[config.mk]
export PLATFORM = sky130hd
export DESIGN_NAME = irq_ctrl
export DESIGN_NICKNAME = d
export VERILOG_FILES = /design/src/rtl/irq_pkg.sv /design/src/rtl/irq_pin_detect.sv /design/src/rtl/irq_arbiter.sv /design/src/rtl/irq_ctrl.sv
export SDC_FILE = /design/constraint.sdc
export NUM_CORES = 1
export LEC_CHECK = 0
export ABC_AREA = 0
export BUFFER_PORTS_ARGS = -buffer_cell sky130_fd_sc_hd__buf_2
export CORE_MARGIN = 1.5
export CORE_UTILIZATION = 30
export CTS_CLUSTER_DIAMETER = 150
export DETAILED_ROUTE_END_ITERATION = 8
export GPL_TIMING_DRIVEN = 1
export PLACE_DENSITY = 0.47
export REMOVE_ABC_BUFFERS = 1
export SYNTH_ARGS = -nofsm -noshare
export SYNTH_HDL_FRONTEND = slang
export SYNTH_SLANG_ARGS = --single-unit
[constraint.sdc]
create_clock -name clk -period 1.4 [get_ports clk]
set_input_delay 0.21 -clock clk [delete_from_list [all_inputs] [get_ports clk]]
set_output_delay 0.21 -clock clk [all_outputs]
set_load 0.02 [all_outputs]
[src/rtl/irq_pkg.sv]
package irq_pkg;
    localparam int NUM_EXT  = 2;
    localparam int NUM_SRC  = 2 * NUM_EXT + 1;
    localparam int IDX_W    = $clog2(NUM_SRC);
    localparam int CFG_W    = NUM_SRC + 1;
    localparam int ADDR_W   = 2;
    localparam int GEN_BIT  = NUM_SRC;

    localparam logic [ADDR_W-1:0] REG_EN   = 2'd0;
    localparam logic [ADDR_W-1:0] REG_PRIO = 2'd1;
    localparam logic [ADDR_W-1:0] REG_MODE = 2'd2;

    typedef logic [NUM_SRC-1:0] src_vec_t;
endpackage

[src/rtl/irq_pin_detect.sv]
module irq_pin_detect (
    input  logic clk,
    input  logic rst_n,
    input  logic pin_i,
    input  logic edge_mode_i,
    input  logic clr_i,
    output logic req_o
);
    typedef struct packed {
        logic s1;
        logic s2;
        logic s3;
        logic flag;
    } det_st_t;

    det_st_t st_d, st_q;
    logic    fall_w;

    always_comb begin
        st_d    = st_q;
        st_d.s1 = pin_i;
        st_d.s2 = st_q.s1;
        st_d.s3 = st_q.s2;
        fall_w  = st_q.s3 && !st_q.s2;
        if (edge_mode_i) begin
            st_d.flag = (st_q.flag && !clr_i) || fall_w;
        end else begin
            st_d.flag = 1'b0;
        end
        req_o = edge_mode_i ? st_q.flag : !st_q.s2;
    end

    always_ff @(posedge clk or negedge rst_n) begin
        if (!rst_n) begin
            st_q <= '{s1: 1'b1, s2: 1'b1, s3: 1'b1, flag: 1'b0};
        end else begin
            st_q <= st_d;
        end
    end

    assert_edge_ack_clears_R8: assert property (@(posedge clk) disable iff (!rst_n)
        (edge_mode_i && clr_i && !fall_w) |=> !st_q.flag);

    assert_level_unlatched_R9: assert property (@(posedge clk) disable iff (!rst_n)
        !edge_mode_i |=> !st_q.flag);
endmodule

[src/rtl/irq_arbiter.sv]
module irq_arbiter
    import irq_pkg::*;
(
    input  src_vec_t         elig_i,
    input  src_vec_t         prio_i,
    input  logic             ins_hi_i,
    input  logic             ins_lo_i,
    output logic             valid_o,
    output logic [IDX_W-1:0] idx_o,
    output logic             lvl_o
);
    src_vec_t hi_w, lo_w;

    function automatic logic [IDX_W-1:0] first_set(src_vec_t v);
        logic [IDX_W-1:0] r;
        r = '0;
        for (int i = NUM_SRC - 1; i >= 0; i--) begin
            if (v[i]) r = IDX_W'(i);
        end
        return r;
    endfunction

    always_comb begin
        hi_w    = elig_i & prio_i;
        lo_w    = elig_i & ~prio_i;
        valid_o = 1'b0;
        idx_o   = '0;
        lvl_o   = 1'b0;
        if (!ins_hi_i) begin
            if (|hi_w) begin
                valid_o = 1'b1;
                lvl_o   = 1'b1;
                idx_o   = first_set(hi_w);
            end else if (!ins_lo_i && |lo_w) begin
                valid_o = 1'b1;
                idx_o   = first_set(lo_w);
            end
        end
    end
endmodule

[src/rtl/irq_ctrl.sv]
module irq_ctrl
    import irq_pkg::*;
(
    input  logic              clk,
    input  logic              rst_n,
    input  logic              cfg_we_i,
    input  logic [ADDR_W-1:0] cfg_addr_i,
    input  logic [CFG_W-1:0]  cfg_wdata_i,
    input  logic [NUM_EXT-1:0] ext_pin_i,
    input  logic [NUM_EXT-1:0] tmr_ovf_i,
    input  logic              ser_req_i,
    input  logic              irq_ack_i,
    input  logic              reti_i,
    output logic              irq_req_o,
    output logic [IDX_W-1:0]  irq_idx_o
);
    typedef struct packed {
        src_vec_t           en;
        logic               gen;
        src_vec_t           prio;
        logic [NUM_EXT-1:0] mode;
        logic [NUM_EXT-1:0] tflag;
        logic               ins_hi;
        logic               ins_lo;
        logic               req;
        logic               lvl;
        logic [IDX_W-1:0]   idx;
    } ctrl_st_t;

    ctrl_st_t           state_d, state_q;
    logic               ack_fire;
    logic [NUM_EXT-1:0] ext_req;
    logic [NUM_EXT-1:0] ext_clr;
    src_vec_t           pend;
    src_vec_t           elig;
    logic               arb_valid;
    logic [IDX_W-1:0]   arb_idx;
    logic               arb_lvl;

    assign ack_fire = irq_ack_i && state_q.req;

    for (genvar g = 0; g < NUM_EXT; g++) begin : g_ext
        assign ext_clr[g] = ack_fire && (state_q.idx == IDX_W'(2 * g));
        irq_pin_detect u_det (
            .clk         (clk),
            .rst_n       (rst_n),
            .pin_i       (ext_pin_i[g]),
            .edge_mode_i (state_q.mode[g]),
            .clr_i       (ext_clr[g]),
            .req_o       (ext_req[g])
        );
    end

    always_comb begin
        pend = '0;
        for (int i = 0; i < NUM_EXT; i++) begin
            pend[2 * i]     = ext_req[i];
            pend[2 * i + 1] = state_q.tflag[i];
        end
        pend[NUM_SRC-1] = ser_req_i;
        elig = pend & state_q.en & {NUM_SRC{state_q.gen}};
    end

    irq_arbiter u_arb (
        .elig_i   (elig),
        .prio_i   (state_q.prio),
        .ins_hi_i (state_q.ins_hi),
        .ins_lo_i (state_q.ins_lo),
        .valid_o  (arb_valid),
        .idx_o    (arb_idx),
        .lvl_o    (arb_lvl)
    );

    always_comb begin
        state_d = state_q;
        if (cfg_we_i) begin
            case (cfg_addr_i)
                REG_EN: begin
                    state_d.en  = cfg_wdata_i[NUM_SRC-1:0];
                    state_d.gen = cfg_wdata_i[GEN_BIT];
                end
                REG_PRIO: state_d.prio = cfg_wdata_i[NUM_SRC-1:0];
                REG_MODE: state_d.mode = cfg_wdata_i[NUM_EXT-1:0];
                default: ;
            endcase
        end
        for (int i = 0; i < NUM_EXT; i++) begin
            if (ack_fire && state_q.idx == IDX_W'(2 * i + 1)) state_d.tflag[i] = 1'b0;
            if (tmr_ovf_i[i]) state_d.tflag[i] = 1'b1;
        end
        if (reti_i) begin
            if (state_q.ins_hi) state_d.ins_hi = 1'b0;
            else                state_d.ins_lo = 1'b0;
        end
        if (ack_fire) begin
            if (state_q.lvl) state_d.ins_hi = 1'b1;
            else             state_d.ins_lo = 1'b1;
        end
        state_d.req = arb_valid && !ack_fire;
        state_d.idx = arb_idx;
        state_d.lvl = arb_lvl;
    end

    always_ff @(posedge clk or negedge rst_n) begin
        if (!rst_n) begin
            state_q <= '0;
        end else begin
            state_q <= state_d;
        end
    end

    assign irq_req_o = state_q.req;
    assign irq_idx_o = state_q.idx;

    assert_global_mask_R3: assert property (@(posedge clk) disable iff (!rst_n)
        !state_q.gen |=> !state_q.req);

    assert_hi_blocks_all_R6: assert property (@(posedge clk) disable iff (!rst_n)
        state_q.ins_hi |=> !state_q.req);

    assert_lo_only_hi_R6: assert property (@(posedge clk) disable iff (!rst_n)
        state_q.ins_lo |=> (!state_q.req || state_q.lvl));

    assert_ack_drops_req_R11: assert property (@(posedge clk) disable iff (!rst_n)
        ack_fire |=> !state_q.req);

    assert_idx_range_R2: assert property (@(posedge clk) disable iff (!rst_n)
        state_q.req |-> (state_q.idx < IDX_W'(NUM_SRC)));

    assert_reti_inner_R7: assert property (@(posedge clk) disable iff (!rst_n)
        (reti_i && state_q.ins_hi && !ack_fire) |=> (!state_q.ins_hi && $stable(state_q.ins_lo)));
endmodule

* After elaboration in Yosys (flattened, before gate mapping)
Index checks and enable logic that the tools add are counted.
** Word-level totals
- Flip-flop bits (word level) :: 30
- Input bits :: 18
- Output and inout port bits :: 4
- Logic and storage cells :: 88
** Operators by class
- Equality and inequality tests :: 5
- Muxes and demuxes :: 31
- Bitwise operators :: 5
- Reduce and logical (&&, ||, !) cells :: 28
** Operators with widths (count)
- 2-to-1 mux 3 bit :: 13
- bitwise AND 5 bit :: 4
- 2-to-1 mux 1 bit :: 16
- logical AND 1 bit :: 11
- OR reduction 5 bit :: 2
- equality test 3 x 2 -> 1 bit, second input constant :: 2
- logical NOT 1 bit :: 6
- AND reduction 2 bit :: 3
- inverter 5 bit :: 1
- 2-to-1 mux 2 bit :: 2
- nonzero test 2 bit :: 2
- equality test 3 x 1 -> 1 bit, second input constant :: 1
- logical NOT 3 bit :: 1
- equality test 2 x 1 -> 1 bit, second input constant :: 1
- equality test 2 bit, second input constant :: 1
- logical NOT 2 bit :: 1
- logical OR 1 bit :: 2

* Depth between registers and ports, before layout
Gate-level depths: netlist of the first run.
- Word-level depth :: 13
- Gate-level depth with buffers :: 6
- Mapped depth without buffers :: 5

* Hierarchy
A second synthesis of the first run with hierarchy kept.
** Second synthesis, totals
- Cells, all modules :: 107
- Area total of the unflattened synthesis :: 1353.8 µm²
** By module, submodules not included
- irq_ctrl :: instances 1, cells an instance 62, area each 874.6 µm², sequential area each 550.5 µm²
- irq_pin_detect :: instances 2, cells an instance 9, area each 141.4 µm², sequential area each 103.8 µm²
- irq_arbiter :: instances 1, cells an instance 27, area each 196.4 µm², sequential area each 0.0 µm²

* Least setup slack after synthesis of the first run
OpenSTA, ideal clock, no wires.
- Path kind :: register to register
- Start :: reg g_ext[1].u_det.st_q (netlist bit g_ext[1].u_det.st_d[1])
- End :: reg state_q (netlist bit irq_req_o)
- Setup time :: 127 ps
- Arrival :: 1374 ps
- Required time :: 1273 ps
- Setup slack :: -100 ps
- Cell stages (with the launch flop) :: 6
- Path buffers :: 0
- Period minus slack after synthesis :: 1500 ps
- Path through :: dfstp_2 > nor2b_1 > nor4b_2 > and4bb_1 > nor3b_2 > nor3b_2
** RTL lines
- start, declared :: line irq_pin_detect.sv:16 : det_st_t st_d, st_q;
- start signal, assigned :: line irq_pin_detect.sv:35 : st_q <= '{s1: 1'b1, s2: 1'b1, s3: 1'b1, flag: 1'b0};
- start signal, assigned :: line irq_pin_detect.sv:37 : st_q <= st_d;
- end signal, assigned :: line irq_ctrl.sv:108 : state_q <= state_d;
- end, declared :: line irq_ctrl.sv:30 : ctrl_st_t state_d, state_q;

* Worst setup path in the final report of the first run
- Start :: reg state_q[16] in the netlist's numbering
- End :: reg state_q (netlist bit irq_idx_o[2])
** Between the ends
- Word-level cells in the longest chain between the ends :: 10
- Elaborated cells on any way between the ends :: 19
- Classes of those cells :: mux: 13; bitwise: 3; reduce/logical: 3
** Ends and longest elaborated chain
- bitwise AND 5 bit (*) :: line irq_ctrl.sv:61 : elig = pend & state_q.en & {NUM_SRC{state_q.gen}};
- bitwise AND 5 bit :: line irq_arbiter.sv:25 : lo_w = elig_i & ~prio_i;
- 2-to-1 mux 3 bit (5 in a row) :: line irq_arbiter.sv:18 : if (v[i]) r = IDX_W'(i);
- 2-to-1 mux 3 bit :: line irq_arbiter.sv:34 : end else if (!ins_lo_i && |lo_w) begin
- 2-to-1 mux 3 bit (*) :: line irq_arbiter.sv:30 : if (|hi_w) begin
- 2-to-1 mux 3 bit (*) :: line irq_arbiter.sv:29 : if (!ins_hi_i) begin
- via arb_idx[2] :: line irq_ctrl.sv:37 : logic [IDX_W-1:0] arb_idx;
The timed path passes the listed nets; every way through them passes the cells marked *.
A chain may end at the register's enable or synchronous reset.

==> impl_metrics.csv, run 1 <==
group,metric,value,unit
detailed_routing,drt_iter0_markers,17,
hold_path,hold_class,"primary input to register",
pwr,power_density,1450,nW/um^2
timing,hold_viol,0,
timing,slew_viol_final,0,
synthesis,synth_edf_count,0,
detailed_routing,ant_nets,0,
critical_path,r2r_cells,5,
grt,grt_max_degree,17,
place,gp_congestion,0.845,
grt,track_usage,12.9,%
floorplan,chipWidth,70.1,microns
detailed_routing,firstDrtPassIters,4,
clock_tree,cts.sinks,30,
synthesis,yosys_warnings,0,
critical_path,startpoint_type,"register",
outcome,status,"complete, but fails checks",
synthesis,synth-main-ff-cell,"dfrtp_1",
hold_path,holdCritStartpoint,"ext_pin_i[1]",
grt,met3_usage,4.33,%
place,placed_cell_area,1600,sq um
floorplan,initial_core_util,31.1,%
timing,finalCritPeriodShare,112,%
critical_path,r2r-end,"irq_idx_o[2]",
floorplan,ios,22,
grt,busiest_layer,"met2",
synthesis,ys_async_sr_fraction,100,%
clock_tree,clk_pin_slew,0.06,ns
grt,use_met2,19.5,%
synthesis,yosysUniqueCellTypes,36,
pwr,p_leak,0.000789,uW
finish,layout_common_cells,"23 x dfrtp_1, 21 x buf_2, 15 x buf_4",
finish,mostFrequentLayoutCell,"dfrtp_1",
critical_path,cp_cell_sequence,"nand2_4, or4_4, and2_1, a31oi_1, nor4_1",
critical_path,endpoint_kind,"register",
critical_path,critPathKind,"register to register",
run,max-cap-violations,0,
critical_path,r2r_slack,-0.17,ns
floorplan,core.rowCount,24,
finish,final_cell_area,1790,sq um
critical_path,crit_fanout,6,
critical_path,cp_num_buf_inv,0,
clock_tree,cts_buffers,5,
grt,grt_pass1_vias,1034,
timing,tightest_slew,0.385,ns
synthesis,syn-cell-area,1350,sq um
grt,gr-total-overflow,0,
critical_path,cp_top_family,"simple AND/OR/NAND/NOR gates",
synthesis,avgSynthCellArea,12.5,sq um
timing,max_freq,0.637,GHz
finish,layout.nets,167,
clock_tree,clk_latency,0.28,ns
pwr,peakVddDrop,742,uV
detailed_routing,via_count,983,
clock_tree,cts_max_level,2,
critical_path,cp.required,1.55,ns
finish,finish.utilization,41.0,%
detailed_routing,wl_per_cell,14.6,microns
synthesis,syn_inst,108,
floorplan,dieHeight,70.1,microns
grt,grt_pass1_wl,4800,microns
finish,syn_to_final_growth,32.0,%
hold_path,whs_endpoint,"g_ext[1].u_det.st_d[2]",
place,portBuffers,21,
finish,layout-drive-gt1-share,52.0,%
detailed_routing,drt-total-wl,2940,microns
timing,skew,0.00359,ns
clock_tree,cts_root_buf,"clkbuf_8",
finish,antenna_cells,0,
critical_path,r2r-start,"state_q[16]",
clock_tree,cts_tree,"done",
hold_path,min_delay_path_depth,1,
timing,slew_headroom,74.4,%
floorplan,core,4350,sq um
synthesis,ys_seq_area_share,56.1,%
floorplan,dieArea,4920,sq um
detailed_routing,drc,0,
critical_path,cpMaxStageDelayCell,"or4_4",
timing,rsz0062_at_grt,"yes",
timing,setup_viol,4,
grt,use_met1,16.6,%
outcome,violations,"negative setup slack",
grt,grt_antenna_before_repair,0,
critical_path,max_stage_delay,0.56,ns
pwr,total_power,2590,uW
critical_path,critPathArrivalTime,1.72,ns
detailed_routing,vias_per_cell,4.87,
timing,min_period,1.57,ns
clock_tree,clock_path_buffers,2,
timing,worst_slack,-0.169,ns
synthesis,synth_seq_cells,30,
place,hpwl,2200,microns
kinds of logic after synthesis:
logic type             share of synthesized area, %
AO/OA/AOI/OAI                                  8.60
buffers and inverters                          2.59
AND/OR/NAND/NOR                                21.9
flip-flops                                     56.1
multiplexers                                   10.8
cell type report:
cell class / count / area, sq um
fill: 427 / 2570
tap: 52 / 65.1
sequential: 30 / 759
inverter: 2 / 7.51
clock inverter: 1 / 5.00
clock buffer: 7 / 86.3
timing repair buffer: 38 / 248
multi-input combinational: 72 / 614
synth_stat cells (3+ instances only):
library cell / n / area share [%]
dfrtp_1: 24 / 44
nand2b_1: 3 / 1.4
nor3b_2: 3 / 2.8
o21ai_0: 7 / 2.6
nand3b_1: 3 / 1.7
mux2_2: 13 / 11
buf_4: 3 / 1.7
nand2_1: 4 / 1.1
nor2b_1: 3 / 1.4
dfstp_2: 6 / 12
and2_1: 3 / 1.4
nor2_1: 5 / 1.4
report_power, final:
group / total, uW / switching, uW / internal, uW
Combinational: 698 / 330 / 368
Sequential: 1200 / 157 / 1040
Clock: 697 / 301 / 395
Total: 2590 / 789 / 1800
metrics by stage:
step	hold WS, ns	std cells	worst slack, ns	setup TNS, ns
after global routing	0.00539	202	-0.250	-0.895
after detailed placement	0.155	189	-0.199	-0.671
final	0.0247	202	-0.169	-0.568
after global placement	0.152	189	-0.159	-0.520
after CTS	0.0127	202	-0.156	-0.564
after floorplan	-0.0856	104	-0.100	-0.281
layer usage:
| metal | wire length [microns] | part of all wire [%] |
|---|---|---|
| met5 | 0 | 0 |
| met4 | 55 | 1.9 |
| met3 | 147 | 5.0 |
| met2 | 1410 | 48 |
| met1 | 1320 | 45 |
worst max path at each step:
stage | startpoint | end | slack, ns | depth (start not counted)
final | state_q[16] | irq_idx_o[2] | -0.17 | 5
after global routing | state_q[16] | irq_idx_o[0] | -0.25 | 6
after CTS | state_q[16] | irq_req_o | -0.16 | 5
after detailed placement | g_ext[1].u_det.st_d[1] | irq_req_o | -0.20 | 5
after global placement | g_ext[1].u_det.st_d[1] | irq_req_o | -0.16 | 5
after floorplan | g_ext[1].u_det.st_d[1] | irq_req_o | -0.10 | 5
flip-flops by register name (all words and copies together) (netlist names):
signal            count
irq_req_o             1
state_q              16
g_ext.u_det.st_q      4
pend                  2
g_ext.u_det.st_d      4
irq_idx_o             3
repair_timing:
| action | CTS | global route |
|---|---|---|
| gates resized for setup | 5 | 8 |
| hold buffers | 1 | 0 |
| setup endpoints to repair | 4 | 4 |
| buffers inserted | 4 | 0 |
| hold endpoints to repair | 14 | 0 |
| pin swaps | 7 | 2 |
Note: power is estimated with default switching activity, not from simulation.
==> inputs of run 2 (changes only) <==
--- a/config.mk
+++ b/config.mk
@@ -13,6 +13,7 @@
 export DETAILED_ROUTE_END_ITERATION = 8
 export GPL_TIMING_DRIVEN = 1
 export PLACE_DENSITY = 0.47
+export RECOVER_POWER = 25
 export REMOVE_ABC_BUFFERS = 1
 export SYNTH_ARGS = -nofsm -noshare
 export SYNTH_HDL_FRONTEND = slang
==> impl_metrics.csv, run 2 (same netlist as run 1, synthesis figures left out) <==
group,metric,value,unit
timing,min_period,1.56,ns
critical_path,max_stage_delay,0.56,ns
finish,layout-drive-gt1-share,50.7,%
timing,slew_headroom,38.7,%
clock_tree,cts_root_buf,"clkbuf_8",
grt,grt_antenna_before_repair,0,
critical_path,endpoint_kind,"register",
clock_tree,clk_latency,0.28,ns
floorplan,core,4350,sq um
timing,holdWs,0.0251,ns
floorplan,ios,22,
timing,worst_slack,-0.165,ns
grt,grt_max_degree,17,
critical_path,critPathKind,"register to register",
detailed_routing,vias_per_cell,4.86,
critical_path,cpMaxStageDelayCell,"or4_4",
clock_tree,clk_pin_slew,0.06,ns
clock_tree,cts_buffers,5,
run,max-cap-violations,0,
pwr,peakVddDrop,742,uV
timing,finalCritPeriodShare,112,%
critical_path,crit_fanout,6,
outcome,status,"complete, but fails checks",
detailed_routing,drt-total-wl,2940,microns
critical_path,cp_cell_sequence,"nand2_4, or4_4, and2_1, a31oi_1, nor4_1",
clock_tree,cts.sinks,30,
finish,regMostFlops,"state_q",
detailed_routing,via_count,982,
critical_path,cp_top_family,"simple AND/OR/NAND/NOR gates",
pwr,power_density,1450,nW/um^2
hold_path,holdCritStartpoint,"ext_pin_i[1]",
finish,syn_to_final_growth,31.9,%
grt,gr-total-overflow,0,
floorplan,chipWidth,70.1,microns
place,portBuffers,21,
detailed_routing,ant_nets,0,
floorplan,initial_core_util,31.1,%
detailed_routing,drc,0,
detailed_routing,wl_per_cell,14.5,microns
finish,fillers,428,
timing,max_freq,0.639,GHz
finish,antenna_cells,0,
finish,finish.utilization,41.0,%
timing,setup_viol,4,
critical_path,r2r-start,"state_q[16]",
floorplan,dieHeight,70.1,microns
place,placed_cell_area,1600,sq um
finish,final_cell_area,1780,sq um
timing,slew_viol_final,0,
critical_path,critPathArrivalTime,1.72,ns
floorplan,dieArea,4920,sq um
place,dp_slack,-0.199,ns
finish,layout.nets,167,
hold_path,min_delay_path_depth,1,
place,hpwl,2200,microns
timing,tightest_slew,0.919,ns
finish,layout_common_cells,"23 x dfrtp_1, 20 x buf_2, 14 x buf_4",
grt,grt_pass1_vias,1034,
critical_path,path_depth,5,
hold_path,whs_endpoint,"g_ext[1].u_det.st_d[2]",
finish,fin_cells,202,
critical_path,cp.required,1.55,ns
detailed_routing,firstDrtPassIters,4,
place,gp_congestion,0.845,
critical_path,r2r_slack,-0.16,ns
detailed_routing,drt_iter0_markers,16,
grt,track_usage,12.9,%
place,dp_cells,189,
critical_path,cp_num_buf_inv,0,
critical_path,startpoint_type,"register",
outcome,violations,"negative setup slack",
timing,rsz0062_at_grt,"yes",
clock_tree,cts_tree,"done",
finish,mostFrequentLayoutCell,"dfrtp_1",
critical_path,r2r-end,"irq_idx_o[2]",
timing,skew,0.00330,ns
clock_tree,cts_max_level,2,
finish,largest_reg_flops,16,
critical_path,r2r_cells,5,
timing,hold_viol,0,
pwr,p_leak,0.000785,uW
floorplan,core.rowCount,24,
grt,grt_pass1_wl,4800,microns
hold_path,hold_class,"primary input to register",
clock_tree,clock_path_buffers,2,
## run 2: changes by cell type in the layout (fill, tap and decap cells not counted)
cell	before	now
buf_2	21	20
clkbuf_4	0	1
buf_4	15	14
clkbuf_1	1	2
dfstp_1	0	1
dfstp_2	6	5
## run 2: per-layer routing
layer	up-vias	track usage (%)	wire (microns)
met5	-	0	0
met4	0	6.41	55
met3	7	4.33	147
met2	27	19.5	1410
met1	470	16.6	1320
li1	478	-	-
## run 2: cell type report
type                            count  area, sq um  share of cell area, %
Clock buffer                        7         86.3                   4.84
Clock inverter                      1         5.00                  0.281
Inverter                            2         7.51                  0.421
Multi-Input combinational cell     72          614                   34.4
Sequential cell                    30          759                   42.6
Tap cell                           52         65.1                   3.65
Timing Repair Buffer               38          246                   13.8
## run 2: what timing repair did
action | 4_1_cts | 5_1_grt
endpoints found under the setup margin | 4 | 4
setup buffers | 4 | 0
gates resized for setup | 5 | 8
pin swaps | 7 | 2
hold endpoints to repair | 14 | 0
hold buffers | 1 | 0
## run 2: per-stage QoR
stage	setup TNS [ns]	total power, uW
2_1_floorplan	-0.281	1550
3_3_place_gp	-0.520	1780
3_5_place_dp	-0.671	1790
4_1_cts	-0.564	2570
5_1_grt	-0.927	2760
6_report	-0.554	2590
## run 2: worst reg2reg max path: cells and delay by family (launching register included)
kind | cells | cell delay, ns
flops | 1 | 0.43
simple gates | 4 | 0.88
compound gates | 1 | 0.13
## run 2: report_power, final
group / internal [uW] / switching, uW
Sequential: 1040 / 157
Clock: 395 / 301
Combinational: 367 / 330
## run 2: how the worst max path moves through the flow
stage | startpoint | to | slack [ns]
3_5_place_dp | g_ext[1].u_det.st_d[1] | irq_req_o | -0.20
6_report | state_q[16] | irq_idx_o[2] | -0.16
4_1_cts | state_q[16] | irq_req_o | -0.16
5_1_grt | state_q[16] | irq_idx_o[0] | -0.25
2_1_floorplan | g_ext[1].u_det.st_d[1] | irq_req_o | -0.10
3_3_place_gp | g_ext[1].u_det.st_d[1] | irq_req_o | -0.16
